File: src/rtl/cbw_cfg_pkg.sv
package cbw_cfg_pkg;

    // Wrapper byte positions the decoder relies on
    localparam int CBW_SIG_BASE = 0;
    localparam int CBW_LEN_BASE = 8;
    localparam int CBW_FLAG_IDX = 12;

    // Offsets inside the command block
    localparam int CB_MARK_OFF = 1;
    localparam int CB_MSEL_OFF = 3;
    localparam int CB_RSV_FROM = 2;

    typedef enum logic [1:0] {
        ST_IDLE,
        ST_COLLECT,
        ST_OVERRUN
    } frame_st_e;

    typedef struct packed {
        logic        sig_bad;
        logic        des_hit;
        logic        mark_hit;
        logic        rsv_bad;
        logic        dir;
        logic [31:0] len;
    } cbw_acc_t;

endpackage

File: src/rtl/cbw_frame_fsm.sv
module cbw_frame_fsm
    import cbw_cfg_pkg::*;
#(
    parameter int CBW_BYTES = 31,
    parameter int IW        = $clog2(CBW_BYTES)
) (
    input  logic          clk,
    input  logic          rst_n,
    input  logic          in_valid,
    input  logic          in_last,
    output logic [IW-1:0] byte_idx,
    output logic          first,
    output logic          capture,
    output logic          fin,
    output logic          fin_len_err
);

    localparam logic [IW-1:0] LAST_IDX = IW'(CBW_BYTES - 1);

    frame_st_e     st_q, st_n;
    logic [IW-1:0] idx_q, idx_n;

    // state register
    always_ff @(posedge clk) begin
        if (!rst_n) begin
            st_q  <= ST_IDLE;
            idx_q <= '0;
        end else begin
            st_q  <= st_n;
            idx_q <= idx_n;
        end
    end

    // next state and strobes
    always_comb begin
        st_n        = st_q;
        idx_n       = idx_q;
        first       = 1'b0;
        capture     = 1'b0;
        fin         = 1'b0;
        fin_len_err = 1'b0;
        unique case (st_q)
            ST_IDLE: begin
                if (in_valid) begin
                    first   = 1'b1;
                    capture = 1'b1;
                    if (in_last) begin
                        fin         = 1'b1;
                        fin_len_err = 1'b1;
                    end else begin
                        st_n  = ST_COLLECT;
                        idx_n = IW'(1);
                    end
                end
            end
            ST_COLLECT: begin
                if (in_valid) begin
                    capture = 1'b1;
                    if (in_last) begin
                        fin         = 1'b1;
                        fin_len_err = (idx_q != LAST_IDX);
                        st_n        = ST_IDLE;
                        idx_n       = '0;
                    end else if (idx_q == LAST_IDX) begin
                        st_n  = ST_OVERRUN;
                        idx_n = '0;
                    end else begin
                        idx_n = idx_q + IW'(1);
                    end
                end
            end
            ST_OVERRUN: begin
                if (in_valid && in_last) begin
                    fin         = 1'b1;
                    fin_len_err = 1'b1;
                    st_n        = ST_IDLE;
                end
            end
            default: begin
                st_n  = ST_IDLE;
                idx_n = '0;
            end
        endcase
    end

    assign byte_idx = idx_q;

endmodule

File: src/rtl/cbw_byte_check.sv
module cbw_byte_check
    import cbw_cfg_pkg::*;
#(
    parameter int          CBW_BYTES = 31,
    parameter int          CB_OFFSET = 15,
    parameter int          IW        = $clog2(CBW_BYTES),
    parameter logic [31:0] SIGNATURE = 32'h4342_5355,
    parameter logic [7:0]  MARKER    = 8'h26,
    parameter logic [7:0]  MEM_SEL   = 8'h02
) (
    input  logic [IW-1:0] idx,
    input  logic [7:0]    data,
    input  logic [7:0]    vendor_code,
    output logic          sig_bad,
    output logic          des_hit,
    output logic          mark_hit,
    output logic          rsv_bad,
    output logic [3:0]    len_sel,
    output logic          dir_sel
);

    logic [3:0]    sig_lane_bad;
    logic          in_cb;
    logic [IW-1:0] cb_off;
    logic [7:0]    rsv_expect;

    for (genvar g = 0; g < 4; g++) begin : g_lane
        assign sig_lane_bad[g] = (idx == IW'(CBW_SIG_BASE + g)) &&
                                 (data != SIGNATURE[8*g +: 8]);
        assign len_sel[g]      = (idx == IW'(CBW_LEN_BASE + g));
    end

    assign sig_bad  = |sig_lane_bad;
    assign dir_sel  = (idx == IW'(CBW_FLAG_IDX));
    assign des_hit  = (idx == IW'(CB_OFFSET)) && (data == vendor_code);
    assign mark_hit = (idx == IW'(CB_OFFSET + CB_MARK_OFF)) && (data == MARKER);

    assign in_cb      = (idx >= IW'(CB_OFFSET)) && (idx < IW'(CBW_BYTES));
    assign cb_off     = idx - IW'(CB_OFFSET);
    assign rsv_expect = (cb_off == IW'(CB_MSEL_OFF)) ? MEM_SEL : 8'h00;
    assign rsv_bad    = in_cb && (cb_off >= IW'(CB_RSV_FROM)) && (data != rsv_expect);

endmodule

File: src/rtl/cbw_field_accum.sv
module cbw_field_accum
    import cbw_cfg_pkg::*;
(
    input  logic       clk,
    input  logic       rst_n,
    input  logic       first,
    input  logic       capture,
    input  logic [7:0] data,
    input  logic       sig_bad,
    input  logic       des_hit,
    input  logic       mark_hit,
    input  logic       rsv_bad,
    input  logic [3:0] len_sel,
    input  logic       dir_sel,
    output cbw_acc_t   acc_next
);

    cbw_acc_t acc_q;

    always_comb begin
        acc_next = first ? '0 : acc_q;
        if (capture) begin
            acc_next.sig_bad  = acc_next.sig_bad  | sig_bad;
            acc_next.des_hit  = acc_next.des_hit  | des_hit;
            acc_next.mark_hit = acc_next.mark_hit | mark_hit;
            acc_next.rsv_bad  = acc_next.rsv_bad  | rsv_bad;
            for (int k = 0; k < 4; k++) begin
                if (len_sel[k]) acc_next.len[8*k +: 8] = data;
            end
            if (dir_sel) acc_next.dir = data[7];
        end
    end

    always_ff @(posedge clk) begin
        if (!rst_n) acc_q <= '0;
        else        acc_q <= acc_next;
    end

endmodule

File: src/rtl/cbw_cfg_decoder.sv
module cbw_cfg_decoder
    import cbw_cfg_pkg::*;
#(
    parameter int          CBW_BYTES = 31,
    parameter int          CB_OFFSET = 15,
    parameter int          MAX_XFER  = 255,
    parameter logic [31:0] SIGNATURE = 32'h4342_5355,
    parameter logic [7:0]  MARKER    = 8'h26,
    parameter logic [7:0]  MEM_SEL   = 8'h02
) (
    input  logic        clk,
    input  logic        rst_n,
    input  logic        in_valid,
    input  logic [7:0]  in_data,
    input  logic        in_last,
    input  logic [7:0]  vendor_code,
    output logic        dec_valid,
    output logic        dec_is_cfg,
    output logic        dec_dir,
    output logic [31:0] dec_len,
    output logic        dec_err
);

    localparam int IW = $clog2(CBW_BYTES);

    logic [IW-1:0] byte_idx;
    logic          first, capture, fin, fin_len_err;
    logic          b_sig_bad, b_des_hit, b_mark_hit, b_rsv_bad, b_dir_sel;
    logic [3:0]    b_len_sel;
    cbw_acc_t      acc_next;
    logic          is_cfg_n, oversize_n, err_n;

    cbw_frame_fsm #(.CBW_BYTES(CBW_BYTES), .IW(IW)) u_fsm (
        .clk         (clk),
        .rst_n       (rst_n),
        .in_valid    (in_valid),
        .in_last     (in_last),
        .byte_idx    (byte_idx),
        .first       (first),
        .capture     (capture),
        .fin         (fin),
        .fin_len_err (fin_len_err)
    );

    cbw_byte_check #(
        .CBW_BYTES (CBW_BYTES),
        .CB_OFFSET (CB_OFFSET),
        .IW        (IW),
        .SIGNATURE (SIGNATURE),
        .MARKER    (MARKER),
        .MEM_SEL   (MEM_SEL)
    ) u_check (
        .idx         (byte_idx),
        .data        (in_data),
        .vendor_code (vendor_code),
        .sig_bad     (b_sig_bad),
        .des_hit     (b_des_hit),
        .mark_hit    (b_mark_hit),
        .rsv_bad     (b_rsv_bad),
        .len_sel     (b_len_sel),
        .dir_sel     (b_dir_sel)
    );

    cbw_field_accum u_accum (
        .clk      (clk),
        .rst_n    (rst_n),
        .first    (first),
        .capture  (capture),
        .data     (in_data),
        .sig_bad  (b_sig_bad),
        .des_hit  (b_des_hit),
        .mark_hit (b_mark_hit),
        .rsv_bad  (b_rsv_bad),
        .len_sel  (b_len_sel),
        .dir_sel  (b_dir_sel),
        .acc_next (acc_next)
    );

    assign is_cfg_n   = acc_next.des_hit & acc_next.mark_hit;
    assign oversize_n = (acc_next.len > 32'(MAX_XFER));
    assign err_n      = fin_len_err | acc_next.sig_bad |
                        (is_cfg_n & (acc_next.rsv_bad | oversize_n));

    // output register
    always_ff @(posedge clk) begin
        if (!rst_n) begin
            dec_valid  <= 1'b0;
            dec_is_cfg <= 1'b0;
            dec_dir    <= 1'b0;
            dec_len    <= '0;
            dec_err    <= 1'b0;
        end else begin
            dec_valid <= fin;
            if (fin) begin
                dec_is_cfg <= is_cfg_n;
                dec_dir    <= acc_next.dir;
                dec_len    <= acc_next.len;
                dec_err    <= err_n;
            end
        end
    end

endmodule

File: config.mk
export PLATFORM = sky130hd
export DESIGN_NAME = cbw_cfg_decoder
export DESIGN_NICKNAME = d
export VERILOG_FILES = /design/src/rtl/cbw_cfg_pkg.sv /design/src/rtl/cbw_frame_fsm.sv /design/src/rtl/cbw_byte_check.sv /design/src/rtl/cbw_field_accum.sv /design/src/rtl/cbw_cfg_decoder.sv
export SDC_FILE = /design/constraint.sdc
export NUM_CORES = 1
export LEC_CHECK = 0
export BUFFER_PORTS_ARGS = -buffer_cell sky130_fd_sc_hd__buf_2
export CAP_MARGIN = 20
export CORE_MARGIN = 2
export CORE_UTILIZATION = 53
export CTS_BUF_LIST = sky130_fd_sc_hd__clkbuf_4
export DETAILED_ROUTE_END_ITERATION = 16
export PLACE_DENSITY = 0.87
export SLEW_MARGIN = 20
export SYNTH_ARGS = -nofsm -noshare
export SYNTH_HDL_FRONTEND = slang
export SYNTH_SLANG_ARGS = --single-unit
File: constraint.sdc
create_clock -name clk -period 2.1 [get_ports clk]
set_clock_uncertainty 0.1 [all_clocks]
set_input_delay 0.105 -clock clk [delete_from_list [all_inputs] [get_ports clk]]
set_output_delay 0.105 -clock clk [all_outputs]
set_load 0.03 [all_outputs]
* Yosys cells after proc, flatten, opt, wreduce, memory -nomap -nowiden
Cells that the tools add are included.
Cells by class: add/sub/neg operators 2, multiply operators 0, div/mod/pow operators 0, $lt $le $gt $ge 4, eq/ne operators 27, shifts and indexed selects 0, multiplexer cells 31, bitwise logic cells 10, reductions and logical operators 16
Operator list (count):
- 37-bit 2-to-1 mux | 2
- 32-bit by 8-bit > comparator with 1-bit output (second input constant) | 1
- 8-bit 2-to-1 mux | 4
- 8-bit by 7-bit inequality test with 1-bit output (second input constant) | 4
- 5-bit by 4-bit == test with 1-bit output (second input constant) | 6
- 5-bit 2-to-1 mux | 5
- 5-bit by 2-bit == test with 1-bit output (second input constant) | 3
- 5-bit case mux with 3 select lines | 1
- 2-bit 2-to-1 mux | 7
- 5-bit == test (second input constant) | 2
- 1-bit logical AND | 10
- 1-bit 2-to-1 mux | 9
- 8-bit by 6-bit == test with 1-bit output (second input constant) | 1
- 8-bit == test | 1
- 8-bit inequality test | 1
- 1-bit OR | 7
- 2-bit inequality test (second input constant) | 3
- 2-bit case mux with 3 select lines | 1
- 5-bit by 1-bit adder with 5-bit output (second input constant) | 1
- 5-bit by 1-bit == test with 1-bit output (second input constant) | 1
- 5-bit by 2-bit >= comparator with 1-bit output (second input constant) | 1
- 5-bit by 4-bit >= comparator with 1-bit output (second input constant) | 1
- 5-bit logical NOT | 1
- 5-bit < comparator (second input constant) | 1
- other kinds (15) | 16
Word-level totals: register bits after elaboration 80, bits in latches 0, memory bits (writable) 0, ROM bits 0, bits of input ports 20, output and inout bits 36, logic and storage cells 103, memories kept 0

* Depth between registers and ports, before layout
Gate-level depths: netlist (run 1).
word-level depth 11, depth in mapped cells 10, depth with buffers taken out 9

* Hierarchy
From an unflattened synthesis (run 1), not the netlist that was laid out.
Unflattened totals: cell total of the unflattened synthesis 444, area, all modules 4065.1 um2
Modules (own cells, without submodules):
- cbw_field_accum | instances 1, cells each 206, area each 1776.7 um2, seq. area each 740.7 um2
- cbw_cfg_decoder | instances 1, cells each 126, area each 1407.6 um2, seq. area each 720.7 um2
- cbw_frame_fsm | instances 1, cells each 52, area each 452.9 um2, seq. area each 140.1 um2
- cbw_byte_check | instances 1, cells each 60, area each 427.9 um2, seq. area each 0.0 um2

* Least setup slack after synthesis (run 1)
Ideal clock, no wire load.
path kind register to register, start point register u_fsm.idx_q[3], in the netlist u_fsm.byte_idx[3], end point register dec_err, library setup time 135 ps, arrival 1951 ps, data required time 1865 ps, path slack -86 ps, stages on the path, launching flop included 10, buffers on the path 2, period minus slack after synthesis 2186 ps, cells stage by stage dfxtp_1 -> clkbuf_1 -> clkbuf_1 -> and3_1 -> ha_1 -> and3b_1 -> a31oi_1 -> o311ai_0 -> a21o_1 -> a31oi_1
Between the ends: longest elaborated chain between the ends 10, elaborated cells between the ends (all ways) 46, those cells by class add/sub (1); order compare (4); eq/ne (12); mux (9); bitwise (9); reduce/logical (11)
RTL lines:
- from (decl) | RTL line cbw_frame_fsm.sv:21 | logic [IW-1:0] idx_q, idx_n;
- from (signal assigned) | RTL line cbw_frame_fsm.sv:30 | idx_q <= idx_n;
- 5-bit by 4-bit subtractor with 5-bit output | RTL line cbw_byte_check.sv:39 | assign cb_off = idx - IW'(CB_OFFSET);
- 5-bit by 2-bit == test with 1-bit output | RTL line cbw_byte_check.sv:40 | assign rsv_expect = (cb_off == IW'(CB_MSEL_OFF)) ? MEM_SEL : 8'h00;
- 2-bit 2-to-1 mux | RTL line cbw_byte_check.sv:40
- 8-bit inequality test | RTL line cbw_byte_check.sv:41 | assign rsv_bad = in_cb && (cb_off >= IW'(CB_RSV_FROM)) && (data != rsv_expect);
- 1-bit logical AND | RTL line cbw_byte_check.sv:41
- 1-bit OR | RTL line cbw_field_accum.sv:26 | acc_next.rsv_bad = acc_next.rsv_bad | rsv_bad;
- 37-bit 2-to-1 mux | RTL line cbw_field_accum.sv:22 | if (capture) begin
- 1-bit OR | RTL line cbw_cfg_decoder.sv:82 | (is_cfg_n & (acc_next.rsv_bad | oversize_n));
- 1-bit bitwise AND | RTL line cbw_cfg_decoder.sv:82
- 1-bit OR * | RTL line cbw_cfg_decoder.sv:81 | assign err_n = fin_len_err | acc_next.sig_bad |
- to (signal assigned) | RTL line cbw_cfg_decoder.sv:98 | dec_err <= err_n;
- to (decl) | RTL line cbw_cfg_decoder.sv:21 | output logic dec_err
Every way passes the cells marked *; elsewhere a longest branch is shown, timed or not. A chain may end at the register's enable or synchronous reset.

* Worst setup path after layout (run 1)
start point input in_data[0], end point register dec_err
Between the ends: longest elaborated chain between the ends 7, elaborated cells between the ends (all ways) 30, those cells by class order compare (1); eq/ne (7); mux (5); bitwise (9); reduce/logical (8)
RTL lines:
- from (decl) | RTL line cbw_cfg_decoder.sv:14 | input logic [7:0] in_data,
- 8-bit by 7-bit inequality test with 1-bit output (tied with other cells) | RTL line cbw_byte_check.sv:29 | (data != SIGNATURE[8*g +: 8]);
- 1-bit logical AND, on equally long branches
- 4-bit OR reduction (tied with other cells) | RTL line cbw_byte_check.sv:33 | assign sig_bad = |sig_lane_bad;
- 1-bit OR / 37-bit 2-to-1 mux (equally long branches) | RTL line cbw_field_accum.sv:23, cbw_field_accum.sv:22
- 37-bit 2-to-1 mux * | RTL line cbw_field_accum.sv:22
- parallel branches: the longest is 1 deep, another holds 32-bit by 8-bit > comparator with 1-bit output
- 1-bit OR * | RTL line cbw_cfg_decoder.sv:81
Every way passes the cells marked *.

==> flow_summary.toml, run 1 <==
[sta]
relSlewSlack_pct = 72.81
tightestPinTransition_ns = 0.3976
final_hold_viol_count = 0
post-route-period-util_pct = 98.19
tns_ns = 0
rsz0062_at_grt = "true"
layout_setup_ws_ns = 0.03799
finalSetupViolCount = 0
drv_slew = 0
fmax_mhz = 485.0
post-route-min-period_ns = 2.062

[global_routing]
grt_pass1_vias = 3394
grt_usage_pct = 26.56
antenna_found_initial = 0
grt_max_degree = 70
overflow = 0
grt_pass1_wl_mm = 16.15

[layout]
drive_gt1_share_pct = 25.84
regArea_um2 = 1615
multi_input_area_um2 = 2029
nets = 523
n_antenna_cell = 0
area_delta_synth_final_pct = 22.42
nFillCells = 528

[placement]
dp_hpwl_mm = 6.623
pre_cts_ws_ns = -0.07805
io_buffers = 55
gp_congestion = 0.9075

[route]
via_count = 3588
drtIter0Drc = 337
wl_per_cell_um = 16.86
routed_via_density = 5.990
drc = 0
routed_wl_mm = 10.10
dr.pass1.iters = 6
ant_nets = 0

[critical_path]
crit_family = "simple AND/OR/NAND/NOR gates"
cp_max_fo = 6
cp.arrival_ns = 2.35
worstPathRequired_ns = 2.39
slowest_delay_ns = 0.57
cp_num_buf_inv = 2
start_kind = "input port"
end_kind = "register"
path_cells = "dlygate4sd3_1 -> buf_2 -> nor4_4 -> nand2_1 -> or4_4 -> a21oi_2 -> o221ai_1 -> a31oi_1"
worst_path_max_delay_cell = "or4_4"
crit_type = "in -> reg"

[logic_synthesis]
yosys.area_share.adder_pct = 1.651
yosysMostFrequentCell = "dfxtp_1"
synth_edf_count = 0
synth_xor_xnor_area_share_pct = 1.849
ys_seq_area_share_pct = 42.26
synth_flop_cell = "dfxtp_1"
ys_types = 51
synth_fp_nets = 449
yosys.area_share.simple_pct = 28.52
yosys-top-cells-count = "80 x dfxtp_1, 44 x nand2_1, 43 x nor2b_1"
yosysWarnings = 0
yosysTopAreaCellShare_pct = 42.26
syn_avg_cell_area_um2 = 8.938
muxShareOfSynthArea_pct = 0.7923
netlist_area_um2 = 3790
synth-compound-area-share_pct = 19.02
synth_cells = 424
synthTopCellsByArea = "dfxtp_1 42%, o211a_1 8.7%, nor2b_1 7.1%"
async_flop_share_pct = 0
synth_top_family_by_area = "simple AND/OR/NAND/NOR gates"
synth_top_area_cell = "dfxtp_1"
ys_ff_latch = 80

[status]
outcome = "complete, no violations"

[worst_hold_path]
hold_class = "in -> reg"

[floorplanning]
die_h_um = 88.56
ios = 56
die_area_um2 = 7843
die_w_um = 88.56
core-area_um2 = 6869
initial_core_util_pct = 55.17
rows = 30

[cts]
clock_path_buffers = 2
clk_latency_ns = 0.45
cts_made_buffers = 9
clk_pin_slew_ns = 0.15
clock_tree.htree_level_count = 3
cts_tree = "yes"
cts-root-buf = "clkbuf_4"
cts_sinks = 80

[power_and_ir_drop]
power_density_nw_per_um2 = 667.4
p_total_uw = 3096
total_leakage_power_uw = 0.002319
ir_drop_v = 0.0005724

[job]
cap_violations = 0
[state kept, by name, indices dropped and copies added (netlist names)]
register and cells:
dec_valid 1, dec_err 1, dec_dir 1, u_fsm.st_q 2
u_accum.acc_q 37, u_fsm.byte_idx 5, dec_is_cfg 1, dec_len 32
[repair_timing]
action | in CTS | in global routing
resized for setup | 5 | 5
setup endpoints to repair | 19 | 9
setup buffers | 6 | 0
pin swaps | 1 | 0
gates cloned | 0 | 0
endpoints found under the hold margin | 23 | 0
hold buffers | 9 | 0
[worst reg2reg max path, stage by stage (launching register included)]
cell and delay [ns]:
dfxtp_4 0.38, inv_1 0.11, ha_1 0.21, nand2_1 0.09, or4_4 0.55, a21oi_2 0.24, o221ai_1 0.16, a31oi_1 0.17
[final cells by class]
| cell class | instances | share of cell area (%) |
|---|---|---|
| Tap cell | 96 | 2.589 |
| Clock inverter | 7 | 2.184 |
| Clock buffer | 9 | 1.456 |
| Multi-Input combinational cell | 298 | 43.74 |
| Timing Repair Buffer | 103 | 14.72 |
| Sequential cell | 80 | 34.82 |
| Inverter | 6 | 0.4854 |
[routing by layer]
layer / routed length [µm] / vias to the layer above / track usage, %
met1: 4376 / 1713 / 33.55
met3: 760 / 33 / 5.970
met5: 0 / - / 0
met2: 4685 / 175 / 43.06
li1: - / 1667 / -
met4: 278 / 0 / 12.81
[path summary, 6_finish.rpt]
check / startpoint / slack (ns) / cells past startpoint / endpoint
setup / recovery: in_data[0] / 0.04 / 8 / dec_err
hold / removal: in_data[3] / 0.02 / 5 / u_accum.acc_q[34]
setup reg to reg: u_fsm.byte_idx[0] / 0.04 / 7 / dec_err
hold reg to reg: u_accum.acc_q[34] / 0.40 / 2 / u_accum.acc_q[34]
[kinds of logic (layout without fill, tap and decap cells)]
kind of cell | Yosys count | in the layout
adders and majority gates | 5 | 5
muxes | 3 | 3
buffers and inverters | 46 | 125
and+or+nand+nor | 184 | 184
DFF | 80 | 80
xor gates and xnor gates | 8 | 8
AOI/OAI and AO/OA | 98 | 98
[where the power goes]
part           switching [µW]  internal, µW
registers                24.0          1560
clock network             594           498
logic                     256           166
[layout by cell type, fill, tap and decap left out, types with 3 or more instances in the layout]
master / Yosys / final
dfxtp_4: 0 / 3
ha_1: 5 / 3
nand3b_1: 4 / 4
nand4b_1: 3 / 3
nor2_1: 7 / 7
buf_4: 2 / 37
nand2_1: 44 / 44
and2_1: 3 / 3
xor2_1: 7 / 7
nor4_2: 1 / 3
and3_1: 37 / 36
o211a_1: 33 / 33
dlygate4sd3_1: 0 / 9
inv_1: 6 / 6
nand4_1: 3 / 3
a21oi_1: 39 / 38
clkbuf_4: 0 / 9
nor3b_1: 5 / 5
o21ai_0: 4 / 4
nand3_1: 9 / 8
nor3_1: 4 / 4
a21boi_0: 4 / 4
nor2b_1: 43 / 43
nor4_1: 10 / 8
mux2i_1: 3 / 3
buf_2: 5 / 55
dfxtp_1: 80 / 75
[stage by stage]
| step | hold slack (ns) | cell area, µm² | util [%] | std cells |
|---|---|---|---|---|
| final | 0.02002 | 4639 | 67.54 | 599 |
| after detailed placement | 0.3670 | 4290 | 62.46 | 568 |
| after global routing | 0.04931 | 4639 | 67.54 | 599 |
| after CTS | 0.01712 | 4622 | 67.29 | 599 |
| after global placement | 0.3679 | 4290 | 62.46 | 568 |
| after floorplan | 0.2294 | 3821 | - | 424 |
(Power assumes the default switching activity.)
==> run 2: changes to the inputs <==
--- a/config.mk
+++ b/config.mk
@@ -12,6 +12,7 @@
 export CTS_BUF_LIST = sky130_fd_sc_hd__clkbuf_4
 export DETAILED_ROUTE_END_ITERATION = 16
 export PLACE_DENSITY = 0.87
+export RECOVER_POWER = 100
 export SLEW_MARGIN = 20
 export SYNTH_ARGS = -nofsm -noshare
 export SYNTH_HDL_FRONTEND = slang
==> flow_summary.toml, run 2 (synthesized netlist as in run 1, its figures left out) <==
[status]
outcome = "complete, no violations"

[worst_hold_path]
min_from = "in_data[3]"
hold_class = "in -> reg"
holdPathEnd = "u_accum.acc_q[34]"
hold_depth = 5

[floorplanning]
die_h_um = 88.56
ios = 56
die_w_um = 88.56
core-area_um2 = 6869
initial_core_util_pct = 55.17
rows = 30
die_area_um2 = 7843

[sta]
relSlewSlack_pct = 71.83
post-route-min-period_ns = 2.062
drv_slew = 0
hold_slack_ns = 0.03108
final_hold_viol_count = 0
rsz0062_at_grt = "true"
fmax_mhz = 485.0
tightestPinTransition_ns = 0.4226
post-route-period-util_pct = 98.19
finalSetupViolCount = 0
layout_setup_ws_ns = 0.03811

[critical_path]
cp.arrival_ns = 2.30
r2r_cells = 6
rrSetupSlack_ns = 0.04
r2r_start = "u_fsm.st_q[1]"
r2r-end = "dec_len[27]"
end_kind = "register"
worstPathRequired_ns = 2.34
cp_max_fo = 17
start_kind = "register"
critPathLaunch = "u_fsm.st_q[1]"
crit_type = "reg -> reg"

[layout]
regMostFlops = "u_accum.acc_q"
n_antenna_cell = 0
layout_common_cells = "75 x dfxtp_1, 44 x nand2_1, 43 x nor2b_1"
post-route-util_pct = 66.58
nFillCells = 552
stdcell_area_um2 = 4573
area_delta_synth_final_pct = 20.67
largest_reg_flops = 37
final_common_cell = "dfxtp_1"
nets = 523
drive_gt1_share_pct = 18.49

[global_routing]
antenna_found_initial = 0
grt_usage_pct = 26.56
grt_pass1_wl_mm = 16.15
grt_pass1_vias = 3394
grt_max_degree = 70
overflow = 0

[power_and_ir_drop]
total_leakage_power_uw = 0.002166
ir_drop_v = 0.0005736
power_density_nw_per_um2 = 672.6
p_total_uw = 3076

[route]
ant_nets = 0
routed_wl_mm = 10.07
wl_per_cell_um = 16.81
drtIter0Drc = 318
dr.pass1.iters = 5
via_count = 3535
routed_via_density = 5.902
drc = 0

[placement]
dpl_cell_area_um2 = 4290
io_buffers = 55
gp_congestion = 0.9075
dp_hpwl_mm = 6.623
pre_cts_ws_ns = -0.07805

[cts]
clk_pin_slew_ns = 0.15
clock_tree.htree_level_count = 3
cts_sinks = 80
cts_made_buffers = 9
cts-root-buf = "clkbuf_4"
clock_path_buffers = 2
clk_latency_ns = 0.44
cts_tree = "yes"

[job]
cap_violations = 0
-- run 2: cell types whose count changed in the layout (fill, tap and decap cells not counted) --
cell | previous run | this run
buf_12 | 2 | 1
buf_4 | 37 | 35
clkbuf_1 | 0 | 37
buf_2 | 55 | 19
clkbuf_2 | 0 | 2
-- run 2: layout make-up --
class                   count  area [µm²]  share of cell area [%]
multi-input cells         298        2029                   44.38
flip-flops and latches     80        1615                   35.32
repair buffers            103       616.8                   13.49
well taps                  96       120.1                   2.627
clock inverters             7       101.3                   2.216
clock buffers               9       67.56                   1.477
inverters                   6       22.52                  0.4925
-- run 2: worst max-delay path, stage by stage (launching register included) --
cell and delay, ns:
dfxtp_4 0.41, or3b_2 0.50, clkbuf_2 0.27, and3_1 0.25, a21oi_1 0.19, nand2_1 0.10, o211a_1 0.14
-- run 2: per-stage QoR --
step	std cells	setup TNS, ns
after global routing	599	-0.2717
after CTS	599	0
after global placement	568	0
after detailed placement	568	-0.3120
after floorplan	424	0
final	599	0
-- run 2: power by group --
group          internal, µW  switching [µW]
registers              1560            25.0
clock network           498             591
logic                   150             254
-- run 2: worst max path at each step --
stage | end | cells past startpoint
6_report | dec_len[27] | 6
3_3_place_gp | dec_err | 9
2_1_floorplan | dec_err | 10
4_1_cts | dec_err | 7
5_1_grt | dec_err | 10
3_5_place_dp | dec_err | 9
-- run 2: layer usage --
layer | up-vias | wire length (µm) | GRT usage [%]
li1 | 1667 | - | -
met1 | 1688 | 4369 | 33.55
met2 | 152 | 4781 | 43.06
met3 | 28 | 694 | 5.970
met4 | 0 | 224 | 12.81
met5 | - | 0 | 0
-- run 2: repair_timing --
action,CTS,global route
endpoints found under the setup margin,19,9
gates resized for setup,5,5
setup buffers,6,0
hold buffers,9,0
endpoints found under the hold margin,23,0
pin swaps,1,0
==> run 3: changes to the inputs <==
--- a/config.mk
+++ b/config.mk
@@ -5,7 +5,7 @@
 export SDC_FILE = /design/constraint.sdc
 export NUM_CORES = 1
 export LEC_CHECK = 0
-export BUFFER_PORTS_ARGS = -buffer_cell sky130_fd_sc_hd__buf_2
+export BUFFER_PORTS_ARGS = -buffer_cell sky130_fd_sc_hd__buf_4
 export CAP_MARGIN = 20
 export CORE_MARGIN = 2
 export CORE_UTILIZATION = 53
@@ -13,7 +13,7 @@
 export DETAILED_ROUTE_END_ITERATION = 16
 export PLACE_DENSITY = 0.87
 export RECOVER_POWER = 100
-export SLEW_MARGIN = 20
+export SLEW_MARGIN = 30
 export SYNTH_ARGS = -nofsm -noshare
 export SYNTH_HDL_FRONTEND = slang
 export SYNTH_SLANG_ARGS = --single-unit
==> flow_summary.toml, run 3 (synthesized netlist as in run 1, its figures left out) <==
[status]
outcome = "complete, no violations"

[power_and_ir_drop]
p_comb_share_pct = 12.9
internal_power_uw = 2319
ir_drop_v = 0.0004475
pwr-share-seq_pct = 50.3
p_switching_uw = 834.9
total_leakage_power_uw = 0.002160
power_density_nw_per_um2 = 685.6
sw_frac_of_total_pct = 26.47
pwr-share-clk_pct = 36.9

[cts]
cts_tree = "yes"
clock_tree.htree_level_count = 3
clk_pin_slew_ns = 0.13
clock_path_buffers = 2
cts-root-buf = "clkbuf_4"
clk_latency_ns = 0.42
cts_sinks = 80
cts_made_buffers = 9

[layout]
layout_common_cells = "75 x dfxtp_1, 50 x buf_4, 44 x nand2_1"
instances_no_fill = 593
final_common_cell = "dfxtp_1"
nets = 517
nFillCells = 572
largest_reg_flops = 37
area_delta_synth_final_pct = 21.39
regMostFlops = "u_accum.acc_q"
drive_gt1_share_pct = 17.54

[floorplanning]
die_h_um = 88.56
rows = 30
die_w_um = 88.56
initial_core_util_pct = 55.17
ios = 56
die_area_um2 = 7843
core-area_um2 = 6869

[placement]
gp_congestion = 0.8636
dp_hpwl_mm = 6.332
dp.cells = 560
io_buffers = 55

[sta]
post-route-period-util_pct = 98.38
fmax_mhz = 484.0
post-route-min-period_ns = 2.066
finalSetupViolCount = 0
rsz0062_at_grt = "true"
final_hold_viol_count = 0
tightestPinTransition_ns = 0.7312
relSlewSlack_pct = 51.25
drv_slew = 0
hold_slack_ns = 0.03476

[route]
wl_per_cell_um = 16.68
via_count = 3522
drc = 0
routed_wl_mm = 9.890
drtIter0Drc = 354
ant_nets = 0
dr.pass1.iters = 5
routed_via_density = 5.939

[critical_path]
cp_max_fo = 8
end_kind = "register"
r2r_start = "u_fsm.st_q[1]"
path_common_cell = "buf_4"
r2r_cells = 8
path_cells = "nor4b_4 -> buf_4 -> nand3_1 -> buf_4 -> and3_1 -> a21oi_1 -> nand2_1 -> o211a_1"
worst_path_max_delay_cell = "nor4b_4"
worstPathRequired_ns = 2.34
crit_type = "reg -> reg"
start_kind = "register"
critPathLaunch = "u_fsm.st_q[1]"
cp.arrival_ns = 2.31
slowest_delay_ns = 0.43
rrSetupSlack_ns = 0.03
setup.worst_path.end = "dec_len[9]"
r2r-end = "dec_len[9]"

[global_routing]
grt_usage_pct = 25.78
grt_pass1_vias = 3357
overflow = 0
grt_max_degree = 54
antenna_found_initial = 1
grt_pass1_wl_mm = 15.54

[worst_hold_path]
min_from = "rst_n"
hold_class = "in -> reg"

[job]
cap_violations = 0
run 3: changes by cell type in the layout (fill, tap and decap cells not counted), sizes merged:
cell	delta
clkinv	-2
bufinv	+1
inv	-1
buf	-5
clkinvlp	+1
diode	+1
dlygate4sd3	+1
clkbuf	-2
run 3: critical path: cells and delay by family, from the launching register on:
kind	cells	cell delay [ns]
AOI/OAI and AO/OA	2	0.32
buffers and inverters	2	0.38
DFF	1	0.38
and+or+nand+nor	4	0.80
run 3: final cells by class:
type                       instances  area [µm²]  area share, %
timing repair buffer              97       615.6          13.38
antenna                            1       2.502        0.05439
clock inverter                     6       115.1          2.502
sequential                        80        1613          35.06
tap                               96       120.1          2.611
clock buffer                       9       67.56          1.469
inverter                           6       22.52         0.4895
multi-input combinational        298        2044          44.44
run 3: worst min-delay path by stage:
| stage | to | slack (ns) | cells after the start |
|---|---|---|---|
| finish | dec_len[15] | 0.03 | 2 |
| global route | dec_len[13] | 0.04 | 2 |
| CTS | dec_len[9] | 0.02 | 2 |
| detailed placement | u_fsm.st_q[1] | 0.38 | 4 |
| global placement | u_accum.acc_q[28] | 0.37 | 3 |
| floorplan | u_fsm.st_q[1] | 0.23 | 3 |
run 3: timing repair:
action,in CTS,in global routing
resized for setup,1,11
pin swaps,1,1
hold buffers,10,0
setup buffers,6,1
hold endpoints to repair,27,0
endpoints found under the setup margin,10,33
run 3: metrics by stage:
step	power, µW	setup TNS (ns)	area, µm²	util, %	setup slack, ns
after CTS	3192	0	4673	68.03	0.007777
after global placement	2016	0	4343	63.22	0.02804
after floorplan	1874	0	3821	-	0.004690
final	3154	0	4601	66.98	0.03392
after global routing	3269	-0.8570	4601	66.98	-0.09009
after detailed placement	2025	-0.002521	4343	63.22	-0.002521
run 3: power groups by stage:
stage,logic [µW],clock network [µW],registers (µW)
after floorplan,182,0,1690
after global placement,396,0,1620
after detailed placement,402,0,1620
after CTS,430,1170,1590
after global routing,433,1240,1590
final,406,1160,1590
run 3: layer usage:
metal	wire length, µm	track usage (%)	up-vias
met2	4799	42.72	170
met5	0	0	-
li1	-	-	1653
met4	238	13.09	0
met3	797	5.224	24
met1	4054	31.87	1675
